`config.mk`:
```
export PLATFORM = sky130hd
export DESIGN_NAME = phase_loop_core
export DESIGN_NICKNAME = d
export VERILOG_FILES = /design/src/rtl/pll_pd_pkg.sv /design/src/rtl/pd_phase_acc.sv /design/src/rtl/pd_loop_filter.sv /design/src/rtl/pd_iir_stage.sv /design/src/rtl/phase_loop_core.sv
export SDC_FILE = /design/constraint.sdc
export NUM_CORES = 1
export LEC_CHECK = 0
export BUFFER_PORTS_ARGS = -buffer_cell sky130_fd_sc_hd__buf_2
export CORE_MARGIN = 2
export CORE_UTILIZATION = 57
export CTS_CLUSTER_SIZE = 40
export DETAILED_ROUTE_END_ITERATION = 8
export PLACE_DENSITY_LB_ADDON = 0.12
export RECOVER_POWER = 100
export SYNTH_ARGS = -nofsm -noshare
export SYNTH_HDL_FRONTEND = slang
export SYNTH_SLANG_ARGS = --single-unit
```
`constraint.sdc`:
```
create_clock -name clk -period 17.45 [get_ports clk]
set_input_delay 1.745 -clock clk [delete_from_list [all_inputs] [get_ports clk]]
set_output_delay 1.745 -clock clk [all_outputs]
set_load 0.02 [all_outputs]
```
`src/rtl/pll_pd_pkg.sv`:
```
package pll_pd_pkg;

    localparam int PH_INT_W  = 8;
    localparam int PH_FRAC_W = 16;
    localparam int PH_W      = PH_INT_W + PH_FRAC_W;
    localparam int LF_W      = 32;

    typedef logic        [PH_W-1:0] phase_t;
    typedef logic signed [PH_W-1:0] perr_t;
    typedef logic signed [LF_W-1:0] lf_t;
    typedef logic signed [LF_W:0]   lf_wide_t;

    typedef struct packed {
        logic [3:0] kp_sh;
        logic [3:0] ki_sh;
        logic       int_en;
    } lf_cfg_t;

    function automatic lf_t sat_lf(input lf_wide_t v);
        lf_wide_t hi;
        lf_wide_t lo;
        hi = {2'b00, {(LF_W-1){1'b1}}};
        lo = {2'b11, {(LF_W-1){1'b0}}};
        if (v > hi)
            return {1'b0, {(LF_W-1){1'b1}}};
        else if (v < lo)
            return {1'b1, {(LF_W-1){1'b0}}};
        else
            return v[LF_W-1:0];
    endfunction

    function automatic lf_wide_t widen(input lf_t v);
        return {v[LF_W-1], v};
    endfunction

endpackage

```
`src/rtl/pd_phase_acc.sv`:
```
module pd_phase_acc
    import pll_pd_pkg::*;
#(
    parameter int TDC_W = 6
) (
    input  logic                clk,
    input  logic                rst,
    input  phase_t              fcw_i,
    input  logic [PH_INT_W-1:0] osc_cnt_i,
    input  logic [TDC_W-1:0]    tdc_i,
    output perr_t               perr_o
);
    phase_t                 ref_q;
    phase_t                 ref_next;
    phase_t                 osc_ph;
    logic [PH_FRAC_W-1:0]   frac_norm;

    generate
        if (TDC_W >= PH_FRAC_W) begin : g_trunc
            assign frac_norm = tdc_i[TDC_W-1 -: PH_FRAC_W];
        end else begin : g_shift
            assign frac_norm = {tdc_i, {(PH_FRAC_W-TDC_W){1'b0}}};
        end
    endgenerate

    assign ref_next = ref_q + fcw_i;
    assign osc_ph   = {osc_cnt_i, frac_norm};

    always_ff @(posedge clk) begin
        if (rst) begin
            ref_q  <= '0;
            perr_o <= '0;
        end else begin
            ref_q  <= ref_next;
            perr_o <= perr_t'(ref_next - osc_ph);
        end
    end

    // reference phase steps by the command word of the previous cycle
    p_ref_advance_r2: assert property (@(posedge clk) disable iff (rst)
        !$past(rst) |-> (ref_q == phase_t'($past(ref_q) + $past(fcw_i))));

endmodule

```
`src/rtl/pd_loop_filter.sv`:
```
module pd_loop_filter
    import pll_pd_pkg::*;
(
    input  logic    clk,
    input  logic    rst,
    input  perr_t   perr_i,
    input  lf_cfg_t cfg_i,
    output lf_t     lf_o
);
    lf_t e_ext;
    lf_t prop;
    lf_t inc;
    lf_t isum;
    lf_t integ_q;

    assign e_ext = {{(LF_W-PH_W){perr_i[PH_W-1]}}, perr_i};
    assign prop  = e_ext >>> cfg_i.kp_sh;
    assign inc   = e_ext >>> cfg_i.ki_sh;
    assign isum  = sat_lf(widen(integ_q) + widen(inc));

    always_ff @(posedge clk) begin
        if (rst) begin
            integ_q <= '0;
            lf_o    <= '0;
        end else if (cfg_i.int_en) begin
            integ_q <= isum;
            lf_o    <= sat_lf(widen(prop) + widen(isum));
        end else begin
            integ_q <= '0;
            lf_o    <= prop;
        end
    end

    // a non-negative error never lowers the saturating integrator
    p_integ_rise_r6: assert property (@(posedge clk) disable iff (rst)
        (cfg_i.int_en && !perr_i[PH_W-1]) |=> (integ_q >= $past(integ_q)));

endmodule

```
`src/rtl/pd_iir_stage.sv`:
```
module pd_iir_stage
    import pll_pd_pkg::*;
#(
    parameter int SH_W = 3
) (
    input  logic            clk,
    input  logic            rst,
    input  logic            en_i,
    input  logic [SH_W-1:0] sh_i,
    input  lf_t             x_i,
    output lf_t             y_o
);
    lf_wide_t diff;
    lf_wide_t step;

    assign diff = widen(x_i) - widen(y_o);
    assign step = diff >>> sh_i;

    always_ff @(posedge clk) begin
        if (rst)
            y_o <= '0;
        else if (en_i)
            y_o <= y_o + step[LF_W-1:0];
        else
            y_o <= x_i;
    end

    // a smoothing step lands between the old state and the old input
    p_iir_between_r7: assert property (@(posedge clk) disable iff (rst)
        en_i |=> (((y_o >= $past(x_i)) && (y_o <= $past(y_o))) ||
                  ((y_o <= $past(x_i)) && (y_o >= $past(y_o)))));

    // bypassed stage copies its input
    p_iir_bypass_r7: assert property (@(posedge clk) disable iff (rst)
        !en_i |=> (y_o == $past(x_i)));

endmodule

```
`src/rtl/phase_loop_core.sv`:
```
module phase_loop_core
    import pll_pd_pkg::*;
#(
    parameter int TDC_W      = 6,
    parameter int GAIN_SH_W  = 4,
    parameter int IIR_SH_W   = 3,
    parameter int IIR_STAGES = 2,
    parameter int OTW_W      = 12,
    parameter int OTW_SHIFT  = 8
) (
    input  logic                 clk,
    input  logic                 rst,
    input  logic [PH_W-1:0]      fcw_i,
    input  logic [PH_INT_W-1:0]  osc_cnt_i,
    input  logic [TDC_W-1:0]     tdc_code_i,
    input  logic [GAIN_SH_W-1:0] kp_shift_i,
    input  logic [GAIN_SH_W-1:0] ki_shift_i,
    input  logic                 int_en_i,
    input  logic                 iir_en_i,
    input  logic [IIR_SH_W-1:0]  iir_shift_i,
    output logic [PH_W-1:0]      phase_err_o,
    output logic [OTW_W-1:0]     otw_o
);
    localparam int  CENTER  = 2 ** (OTW_W - 1);
    localparam int  TOP     = 2 ** OTW_W - 1;
    localparam lf_t HI_THR  = lf_t'(CENTER * (2 ** OTW_SHIFT));
    localparam lf_t LO_THR  = -HI_THR;

    perr_t    perr;
    lf_cfg_t  cfg;
    lf_t      chain [IIR_STAGES+1];
    lf_t      iir_last;
    lf_t      scaled;
    lf_wide_t total;

    assign cfg.kp_sh  = kp_shift_i;
    assign cfg.ki_sh  = ki_shift_i;
    assign cfg.int_en = int_en_i;

    pd_phase_acc #(.TDC_W(TDC_W)) u_acc (
        .clk       (clk),
        .rst       (rst),
        .fcw_i     (fcw_i),
        .osc_cnt_i (osc_cnt_i),
        .tdc_i     (tdc_code_i),
        .perr_o    (perr)
    );

    pd_loop_filter u_lf (
        .clk    (clk),
        .rst    (rst),
        .perr_i (perr),
        .cfg_i  (cfg),
        .lf_o   (chain[0])
    );

    generate
        for (genvar s = 0; s < IIR_STAGES; s++) begin : g_iir
            pd_iir_stage #(.SH_W(IIR_SH_W)) u_stage (
                .clk  (clk),
                .rst  (rst),
                .en_i (iir_en_i),
                .sh_i (iir_shift_i),
                .x_i  (chain[s]),
                .y_o  (chain[s+1])
            );
        end
    endgenerate

    assign iir_last    = chain[IIR_STAGES];
    assign scaled      = iir_last >>> OTW_SHIFT;
    assign total       = widen(scaled) + $signed((LF_W+1)'(CENTER));
    assign phase_err_o = perr;

    always_comb begin
        if (total < $signed((LF_W+1)'(0)))
            otw_o = '0;
        else if (total > $signed((LF_W+1)'(TOP)))
            otw_o = '1;
        else
            otw_o = total[OTW_W-1:0];
    end

    // large positive filter state pins the tuning word at full scale
    p_otw_top_r8: assert property (@(posedge clk) disable iff (rst)
        (iir_last > HI_THR) |-> (otw_o == {OTW_W{1'b1}}));

    // large negative filter state pins the tuning word at zero
    p_otw_floor_r8: assert property (@(posedge clk) disable iff (rst)
        (iir_last < LO_THR) |-> (otw_o == '0));

endmodule

```
# ---- Word-level counts from Yosys, hierarchy flattened
# Cells that the tools add are included.
dict set report totals {
  ff_bits 176
  input_bits 53
  output_inout_bits 36
  elab_cells 36
}
dict set report op_classes {
  add_sub_neg 9
  order_cmp 6
  shift 4
  mux 9
  n_bitwise 1
  n_reduce_logical 1
}
# op count
set ops {}
lappend ops {{$mux 32} 7}
lappend ops {{$add 32x32->33} 2}
lappend ops {{$gt 33x32->1 const B} 2}
lappend ops {{$lt 33x32->1 const B} 2}
lappend ops {{$sshr 33x3->32} 2}
lappend ops {{$sub 32x32->33} 2}
lappend ops {{$add 32x32->32} 2}
lappend ops {{$sshr 24x4->32} 2}
lappend ops {{$add 24x13->25 const B} 1}
lappend ops {{$gt 25x13->1 const B} 1}
lappend ops {{$lt 25x1->1 const B} 1}
lappend ops {{$add 24x24->24} 1}
lappend ops {{$mux 12} 2}
lappend ops {{$sub 24x24->24} 1}
lappend ops {{$reduce_or 2->1} 1}
lappend ops {{$not 1->1} 1}

# ---- Logic depth before layout (Yosys ltp)
# Gate-level depths: netlist of run 1.
dict set report logic_depth {
  ltp_word 10
  ltp_mapped 35
  depth_no_buf 31
}

# ---- Cells and area by module
# Synthesis of run 1 repeated with hierarchy kept, for this count alone.
dict set report unflattened {
  cells_unflattened 2961
  hier_area_um2 22681.8
}
# mod n_inst cells_per_inst area_per_inst_um2 seq_area_each_um2
set modules_own_cells {}
lappend modules_own_cells {pd_loop_filter 1 1069 8001.4 1281.2}
lappend modules_own_cells {{pd_iir_stage (g_iir[0].u_stage)} 1 775 5710.5 640.6}
lappend modules_own_cells {{pd_iir_stage (g_iir[1].u_stage)} 1 734 5696.7 640.6}
lappend modules_own_cells {pd_phase_acc 1 326 2849.0 760.7}
lappend modules_own_cells {phase_loop_core 1 57 424.2 0.0}

# ---- Least setup slack after synthesis of run 1
# No wires, ideal clock.
dict set report synth_timing {
  path_type {in2reg}
  start {input port ki_shift_i[1]}
  end {register u_lf.lf_o[0]}
  setup_time_ns 0.119
  arrival_time_ns 8.520
  t_required_ns 17.331
  path_slack_ns 8.812
  cell_stages 34
  path_buffers 6
  path_cell_list {buf_1 clkbuf_1 mux2i_1 nand2_1 a21oi_1 nor2_1 o21ai_0 inv_1 ha_1 a211oi_2 o21a_1 o211ai_2 a211oi_2 a2111oi_4 nor4_1 and3b_1 buf_4 and3b_1 buf_6 clkbuf_1 a21oi_1 ha_1 fa_1 a21oi_1 o21ba_2 a31oi_1 a21oi_1 o31ai_1 a21oi_1 o221ai_1 o22ai_2 clkbuf_1 a21boi_0 o221a_2}
}
dict set report synth_between {
  elab_chain_len 10
  word_cells_on_any_way 12
  classes_between {add/sub (2); order compare (4); shift (1); mux (5)}
}
# element line_no
set synth_lines {}
lappend synth_lines {{start: declaration} phase_loop_core.sv:17} ;# input logic [GAIN_SH_W-1:0] ki_shift_i,
lappend synth_lines {{$sshr 24x4->32 *} pd_loop_filter.sv:18} ;# assign inc = e_ext >>> cfg_i.ki_sh;
lappend synth_lines {{$add 32x32->33 *} pd_loop_filter.sv:19} ;# assign isum = sat_lf(widen(integ_q) + widen(inc));
lappend synth_lines {{$lt 33x32->1} pll_pd_pkg.sv:26} ;# else if (v < lo)
lappend synth_lines {{$mux 32} pll_pd_pkg.sv:26}
lappend synth_lines {{$mux 32 *} pll_pd_pkg.sv:24} ;# if (v > hi)
lappend synth_lines {{net u_lf.isum[0]} pd_loop_filter.sv:13} ;# lf_t isum;
lappend synth_lines {{$add 32x32->33 *} pd_loop_filter.sv:27} ;# lf_o <= sat_lf(widen(prop) + widen(isum));
lappend synth_lines {{$lt 33x32->1} pll_pd_pkg.sv:26}
lappend synth_lines {{$mux 32} pll_pd_pkg.sv:26}
lappend synth_lines {{$mux 32 *} pll_pd_pkg.sv:24}
lappend synth_lines {{$mux 32 *} pd_loop_filter.sv:25} ;# end else if (cfg_i.int_en) begin
lappend synth_lines {{end signal: assignment} pd_loop_filter.sv:27}
lappend synth_lines {{end signal: assignment} pd_loop_filter.sv:30} ;# lf_o <= prop;
lappend synth_lines {{end: declaration} pd_loop_filter.sv:8} ;# output lf_t lf_o
# Mark *: on every way through the listed nets, which the timed path passes. The rest lies on a longest branch.
# A chain may end at the register's enable or synchronous reset.

# ---- Worst setup path after layout of run 1
dict set report layout_timing {
  start {input port ki_shift_i[1]}
  end {register u_lf.lf_o[29]}
}
# The elaborated chain is that of the path after synthesis.

==> results of run 1 <==
[metrics by stage]
| step | cells | worst slack (ns) | hold slack [ns] | util, % |
|---|---|---|---|---|
| after global placement | 3318 | 7.37 | 0.480 | 59.4 |
| after detailed placement | 3318 | 7.13 | 0.482 | 59.4 |
| after CTS | 3350 | 7.61 | 0.490 | 61.1 |
| after floorplan | 2848 | 8.81 | 0.429 | - |
| final | 3351 | 5.89 | 0.495 | 60.8 |
| after global routing | 3350 | 4.79 | 0.512 | 60.8 |
[layer usage]
metal	share of wire [%]	up-vias	wire length (um)
li1	-	10400	-
met2	47	644	29100
met4	3.0	2	1900
met3	5.5	114	3430
met1	45	9797	27700
met5	0.018	-	11
[worst max-delay path, cell delays in order]
cell                        delay [ns]
sky130_fd_sc_hd__clkbuf_1         1.21
sky130_fd_sc_hd__mux2_2           0.45
sky130_fd_sc_hd__nor2_1           0.09
sky130_fd_sc_hd__a21oi_1          0.07
sky130_fd_sc_hd__mux4_2           0.51
sky130_fd_sc_hd__ha_1             0.35
sky130_fd_sc_hd__o21ai_1          0.10
sky130_fd_sc_hd__o21a_1           0.20
sky130_fd_sc_hd__o211ai_1         0.19
sky130_fd_sc_hd__a211oi_1         0.17
sky130_fd_sc_hd__a2111oi_0        0.91
sky130_fd_sc_hd__o211ai_1         0.13
sky130_fd_sc_hd__and3b_1          0.38
sky130_fd_sc_hd__and3b_1          0.41
sky130_fd_sc_hd__clkbuf_1         0.77
sky130_fd_sc_hd__a21oi_1          0.10
sky130_fd_sc_hd__ha_1             0.39
sky130_fd_sc_hd__o21a_1           0.21
sky130_fd_sc_hd__o21ai_0          0.16
sky130_fd_sc_hd__a31oi_1          0.10
sky130_fd_sc_hd__a21oi_1          0.29
sky130_fd_sc_hd__o31ai_1          0.17
sky130_fd_sc_hd__a21oi_1          0.26
sky130_fd_sc_hd__o221ai_1         0.17
sky130_fd_sc_hd__o22ai_1          1.53
sky130_fd_sc_hd__a21oi_1          0.55
sky130_fd_sc_hd__a21o_1           0.30
[registers in the layout, indices dropped and copies added (netlist names)]
register           count
g_iir.u_stage.y_o     64
u_lf.integ_q          32
u_lf.lf_o             32
u_acc.ref_q           24
u_acc.perr_o          14
[logic make-up after synthesis]
group                      Yosys count  share of synthesized area [%]
adders and majority gates          262                           15.0
muxes                              228                           12.4
AOI/OAI and AO/OA                  906                           27.2
xor gates and xnor gates           170                           6.89
DFF                                166                           15.2
and+or+nand+nor                    813                           17.6
buffers and inverters              303                           5.59
[area by class of cell]
type	count	area (um^2)	share of cell area (%)
diodes	1	2.50	0.0109
clock buffers	18	439	1.92
clock inverters	14	196	0.858
inverters	161	604	2.64
multi-input cells	2379	17200	75.2
flip-flops and latches	166	3320	14.5
well taps	511	639	2.79
repair buffers	101	475	2.08
[placed cells by master (no fill, tap or decap), types with 17 or more instances in the layout]
cell type | synthesis | final
sky130_fd_sc_hd__a211o_1 | 17 | 17
sky130_fd_sc_hd__a211oi_1 | 62 | 64
sky130_fd_sc_hd__a21o_1 | 106 | 106
sky130_fd_sc_hd__a21oi_1 | 263 | 263
sky130_fd_sc_hd__a31oi_1 | 29 | 29
sky130_fd_sc_hd__and2_1 | 38 | 27
sky130_fd_sc_hd__and3_1 | 27 | 27
sky130_fd_sc_hd__buf_2 | 8 | 50
sky130_fd_sc_hd__clkbuf_1 | 100 | 42
sky130_fd_sc_hd__clkbuf_16 | 0 | 17
sky130_fd_sc_hd__dfxtp_1 | 166 | 166
sky130_fd_sc_hd__ha_1 | 228 | 228
sky130_fd_sc_hd__inv_1 | 154 | 153
sky130_fd_sc_hd__maj3_1 | 26 | 26
sky130_fd_sc_hd__mux2_2 | 65 | 62
sky130_fd_sc_hd__mux2i_1 | 135 | 135
sky130_fd_sc_hd__mux4_2 | 28 | 28
sky130_fd_sc_hd__nand2_1 | 192 | 192
sky130_fd_sc_hd__nand2b_1 | 34 | 34
sky130_fd_sc_hd__nand3_1 | 56 | 56
sky130_fd_sc_hd__nand4_1 | 28 | 28
sky130_fd_sc_hd__nor2_1 | 272 | 272
sky130_fd_sc_hd__nor2b_1 | 32 | 32
sky130_fd_sc_hd__nor3_1 | 60 | 60
sky130_fd_sc_hd__o211ai_1 | 20 | 21
sky130_fd_sc_hd__o21a_1 | 51 | 51
sky130_fd_sc_hd__o21ai_0 | 176 | 178
sky130_fd_sc_hd__o21bai_1 | 26 | 26
sky130_fd_sc_hd__or3_1 | 17 | 17
sky130_fd_sc_hd__xnor2_1 | 104 | 104
sky130_fd_sc_hd__xor2_1 | 65 | 64
[how the worst min path moves through the flow]
stage | to | slack [ns] | cells past startpoint | from
6_report | g_iir[0].u_stage.y_o[25] | 0.49 | 2 | u_lf.lf_o[25]
5_1_grt | g_iir[0].u_stage.y_o[25] | 0.51 | 2 | u_lf.lf_o[25]
3_5_place_dp | g_iir[0].u_stage.y_o[25] | 0.48 | 2 | u_lf.lf_o[25]
3_3_place_gp | g_iir[0].u_stage.y_o[25] | 0.48 | 2 | u_lf.lf_o[25]
2_1_floorplan | g_iir[0].u_stage.y_o[29] | 0.43 | 2 | u_lf.lf_o[29]
4_1_cts | g_iir[0].u_stage.y_o[25] | 0.49 | 2 | u_lf.lf_o[25]
==> impl_metrics.yaml, run 1 <==
status:
  result_of_the_run: "finished with violations"
  violated_checks: "capacitance limit, slew limit"
detailed_routing:
  ant_nets: 0
  first_pass_iters: 7
  post_dr_wirelength_cell_um: 18.6
  vias: 21000
  post_drt_via_cell_ratio: 6.26
  wl_um: 62200
  initialDrtViolationCount: 1106
  drc: 0
sta:
  rsz0062_at_grt: "no"
  finalClockSkew_ns: 0.0135
  min_period_over_period_pct: 66.2
  worst_slew_margin_rel_pct: -161
  timing_worst_slew_pin_value_ns: 3.92
  slew_violations: 264
  setup_tns_ns: 0
  period_needed_ns: 11.56
  max_freq_mhz: 86.5
  finalSetupViolCount: 0
  report.final.hold_viol_count: 0
global_route:
  met3_usage_pct: 3.46
  met1_usage_pct: 39.9
  grt_start_max_net_pins: 84
  track_usage_pct: 30.8
  overall_overflow_remaining_after_global_route: 0
  gr-usage-met2_pct: 52.1
  grt_busiest_layer: "met2"
  grt_first_pass_wirelength_um: 98400
  first_global_vias: 19700
  antenna_found_initial: 2
worst_setup_path:
  r2r-start: "u_acc.perr_o[23]"
  rr_endpoint: "u_lf.lf_o[29]"
  cp-end-kind: "register"
  worstSetupStartpoint: "ki_shift_i[1]"
  crit_path_start_kind: "input pin"
  worst_path_arrival_time_ns: 11.92
  timing.critical_path.required_ns: 17.81
  length_in_cells_of_the_worst_reg_to_reg_path: 26
  crit_path_end: "u_lf.lf_o[29]"
  critPathMaxFanout: 32
  worst-setup-path-type: "input pin to register"
  regToRegSetupSlack_ns: 6.92
clocking:
  clock_path_buffers: 2
  clk_pin_slew_worst_paths_ns: 0.08
  cts_made_buffers: 17
  clk-insertion-delay-late_ns: 0.47
  numClockSinks: 166
  post-cts-setup-buffers: 0
  post_cts_resized: 0
  cts_tree: "done"
  cts.root.buffer_cell: "sky130_fd_sc_hd__clkbuf_16"
  cts_hold_buffers: 0
  htree_num_levels: 4
die:
  initial_utilization_pct: 57.9
  dieHeight_um: 200
  die_width_um: 200
  die-area_um2: 39800
  boundaryPins: 89
  placeableCoreArea_um2: 37700
  placement_rows: 71
yosys:
  synth.most_common_cell: "sky130_fd_sc_hd__nor2_1"
  yosysTopAreaCellShare_pct: 15.2
  synth.area.top_cells: "sky130_fd_sc_hd__dfxtp_1, sky130_fd_sc_hd__ha_1, sky130_fd_sc_hd__mux2i_1"
  ys_seq_area_share_pct: 15.2
  ys_dominant_reg_cell: "sky130_fd_sc_hd__dfxtp_1"
  post_synthesis_area_per_instance_um2: 7.66
  ys.warnings.count: 0
  netlist_instances: 2848
  synth_nets: 3137
  post_synth_instance_area_um2: 21800
  synth.lib_cells_used.distinct: 97
  synth_edf_count: 0
  synth_seq_cells: 166
  synth_top_area_cell: "sky130_fd_sc_hd__dfxtp_1"
  async_flop_share_pct: 0
  synth_common_cells: "sky130_fd_sc_hd__nor2_1, sky130_fd_sc_hd__a21oi_1, sky130_fd_sc_hd__ha_1"
hold_path:
  worstHoldPathType: "register to register"
placed_design:
  place.detailed.hpwl_um: 49000
  gp_congestion: 0.935
  placed_cell_area_um2: 22400
  port_buf_inserts: 88
final_layout:
  final_layout_size_suffix_gt1_share_pct: 8.14
  areaGrowthSynthToFinish_pct: 5.04
  final_net_count: 3115
  final_cell_area_um2: 22900
  fillerInstances: 3574
flow_run:
  number_of_violations_of_the_max_capacitance_limit: 7
Power of run 1 is not shown: default switching activity piles up to over one toggle a cycle in this logic, so the estimate is an artifact.
==> inputs of run 2 (changes only) <==
Settings changed: ABC_AREA set to 1.
Clock period 17.45 ns to 9.7 ns, I/O delays scaled along.
==> run 2 against run 1 <==
Compared with the run above:
- the run still ends with capacitance limit, slew limit left
- critical path depth increased by 11
- setup slack worse by 4.2 ns
- global-route usage is 6.7 points higher
- non-clock buffer count shrank 1
- final area increased by 2.2%
- first-iteration DRC count up 61%
- largest cell class unchanged
==> impl_metrics.yaml, run 2 <==
status:
  result_of_the_run: "finished with violations"
  violated_checks: "capacitance limit, slew limit"
global_route:
  track_usage_pct: 37.5
  first_global_vias: 24100
  grt_start_max_net_pins: 74
  grt_first_pass_wirelength_um: 123000
  overall_overflow_remaining_after_global_route: 0
  antenna_found_initial: 3
yosys:
  synth_common_cells: "sky130_fd_sc_hd__nand2_1, sky130_fd_sc_hd__inv_1, sky130_fd_sc_hd__a21oi_1"
  post_synthesis_area_per_instance_um2: 6.03
  ys_seq_area_share_pct: 14.9
  synth_top_area_cell: "sky130_fd_sc_hd__nand2_1"
  synth_nets: 3992
  synth_seq_cells: 166
  synth.lib_cells_used.distinct: 60
  ys_dominant_reg_cell: "sky130_fd_sc_hd__dfxtp_1"
  netlist_instances: 3703
  synth.area.top_cells: "sky130_fd_sc_hd__nand2_1, sky130_fd_sc_hd__dfxtp_1, sky130_fd_sc_hd__ha_1"
  post_synth_instance_area_um2: 22300
  synth_edf_count: 0
  async_flop_share_pct: 0
  ys.warnings.count: 0
  yosysTopAreaCellShare_pct: 15.4
  synth.most_common_cell: "sky130_fd_sc_hd__nand2_1"
sta:
  slew_violations: 100
  finalClockSkew_ns: 0.0165
  max_freq_mhz: 125
  setup_tns_ns: 0
  worst_slew_margin_rel_pct: -39.7
  finalSetupViolCount: 0
  rsz0062_at_grt: "no"
  report.final.hold_viol_count: 0
  min_period_over_period_pct: 82.4
  period_needed_ns: 8.00
  timing_worst_slew_pin_value_ns: 2.10
final_layout:
  largest_register_ffs: 64
  mostFrequentLayoutCell: "sky130_fd_sc_hd__nand2_1"
  most-common-layout-cells: "sky130_fd_sc_hd__nand2_1, sky130_fd_sc_hd__inv_1, sky130_fd_sc_hd__a21oi_1"
  antenna_cells: 0
  areaGrowthSynthToFinish_pct: 4.94
  final_net_count: 3981
  fillerInstances: 3885
  final_layout_size_suffix_gt1_share_pct: 3.94
  largest_registers: "g_iir.u_stage.y_o x64, u_lf.integ_q x32, u_lf.lf_o x32"
  biggest_register: "g_iir.u_stage.y_o"
hold_path:
  hold_crit_start: "u_lf.lf_o[17]"
  worstHoldPathType: "register to register"
die:
  placement_rows: 72
  dieHeight_um: 202
  placeableCoreArea_um2: 38600
  die_width_um: 202
  initial_utilization_pct: 57.7
  die-area_um2: 40700
  boundaryPins: 89
placed_design:
  place.detailed.hpwl_um: 62300
  port_buf_inserts: 88
  gp_congestion: 1.06
clocking:
  clock_path_buffers: 2
  cts.root.buffer_cell: "sky130_fd_sc_hd__clkbuf_16"
  cts_tree: "done"
  numClockSinks: 166
  clk-insertion-delay-late_ns: 0.48
  post-cts-setup-buffers: 0
  post_cts_resized: 0
  cts_made_buffers: 17
  htree_num_levels: 4
  clk_pin_slew_worst_paths_ns: 0.07
  cts_hold_buffers: 0
worst_setup_path:
  worstSetupStartpoint: "u_acc.perr_o[23]"
  worst_path_arrival_time_ns: 8.36
  crit_top_cell: "sky130_fd_sc_hd__nand2_1"
  worst-setup-path-type: "register to register"
  cp-end-kind: "register"
  critPathMaxFanout: 31
  crit_path_start_kind: "register"
  max_stage_delay_ns: 1.26
  critical_path.slowest_cell: "sky130_fd_sc_hd__clkbuf_1"
  timing.critical_path.required_ns: 10.06
  r2r-start: "u_acc.perr_o[23]"
detailed_routing:
  initialDrtViolationCount: 1776
  first_pass_iters: 9
  drc: 0
  post_drt_via_cell_ratio: 5.93
  wl_um: 78000
  ant_nets: 0
  post_dr_wirelength_cell_um: 18.5
  vias: 25000
flow_run:
  number_of_violations_of_the_max_capacitance_limit: 3
## run 2: kinds of logic after synthesis
kind of cell / Yosys count / synth area share (%)
AO/OA/AOI/OAI: 959 / 24.2
adder cells (fa/ha/maj): 236 / 13.5
multiplexers: 52 / 2.33
AND/OR/NAND/NOR: 1528 / 28.4
flip-flops: 166 / 14.9
buffers and inverters: 606 / 10.6
XOR/XNOR: 156 / 6.12
## run 2: final cells by class
cell class                 instances  area (um^2)  share of cell area (%)
sequential                       166         3320                    14.2
clock inverter                    14          189                   0.807
multi-input combinational       2931        16600                    70.8
timing repair buffer             100          470                    2.01
clock buffer                      18          429                    1.83
inverter                         476         1790                    7.63
tap                              518          648                    2.77
## run 2: stage by stage
stage	area (um^2)	utilization [%]	setup WS [ns]	instances	hold slack (ns)
4_1_cts	23500	60.9	2.61	4223	0.499
3_5_place_dp	22900	59.3	2.12	4191	0.487
2_1_floorplan	22300	-	3.44	3703	0.437
5_1_grt	23400	60.6	0.959	4223	0.550
6_report	23400	60.6	1.70	4223	0.501
3_3_place_gp	22900	59.3	2.30	4191	0.476
## run 2: worst paths after layout
| kind | to | slack, ns | cells past startpoint |
|---|---|---|---|
| worst min-delay path | g_iir[0].u_stage.y_o[17] | 0.50 | 2 |
| worst max register to register | u_lf.lf_o[30] | 1.70 | 38 |
| worst max-delay path | u_lf.lf_o[30] | 1.70 | 38 |
| worst min register to register | g_iir[0].u_stage.y_o[17] | 0.50 | 2 |
## run 2: per-layer routing
| layer | vias up | share of wire [%] | wire (um) | track usage, % |
|---|---|---|---|---|
| li1 | 12400 | - | - | - |
| met1 | 11300 | 39 | 30300 | 41.8 |
| met2 | 1054 | 48 | 37600 | 66.7 |
| met3 | 282 | 6.3 | 4950 | 5.71 |
| met4 | 6 | 6.6 | 5190 | 23.7 |
| met5 | - | 0.041 | 32 | 0 |
## run 2: critical path: cells and delay by family (launching register included)
kind	cells	cell delay, ns
and+or+nand+nor	24	3.13
AOI/OAI and AO/OA	8	1.79
DFF	1	0.31
buffers and inverters	3	1.62
adders and majority gates	3	1.01
Power of run 2 is left out for the same reason.
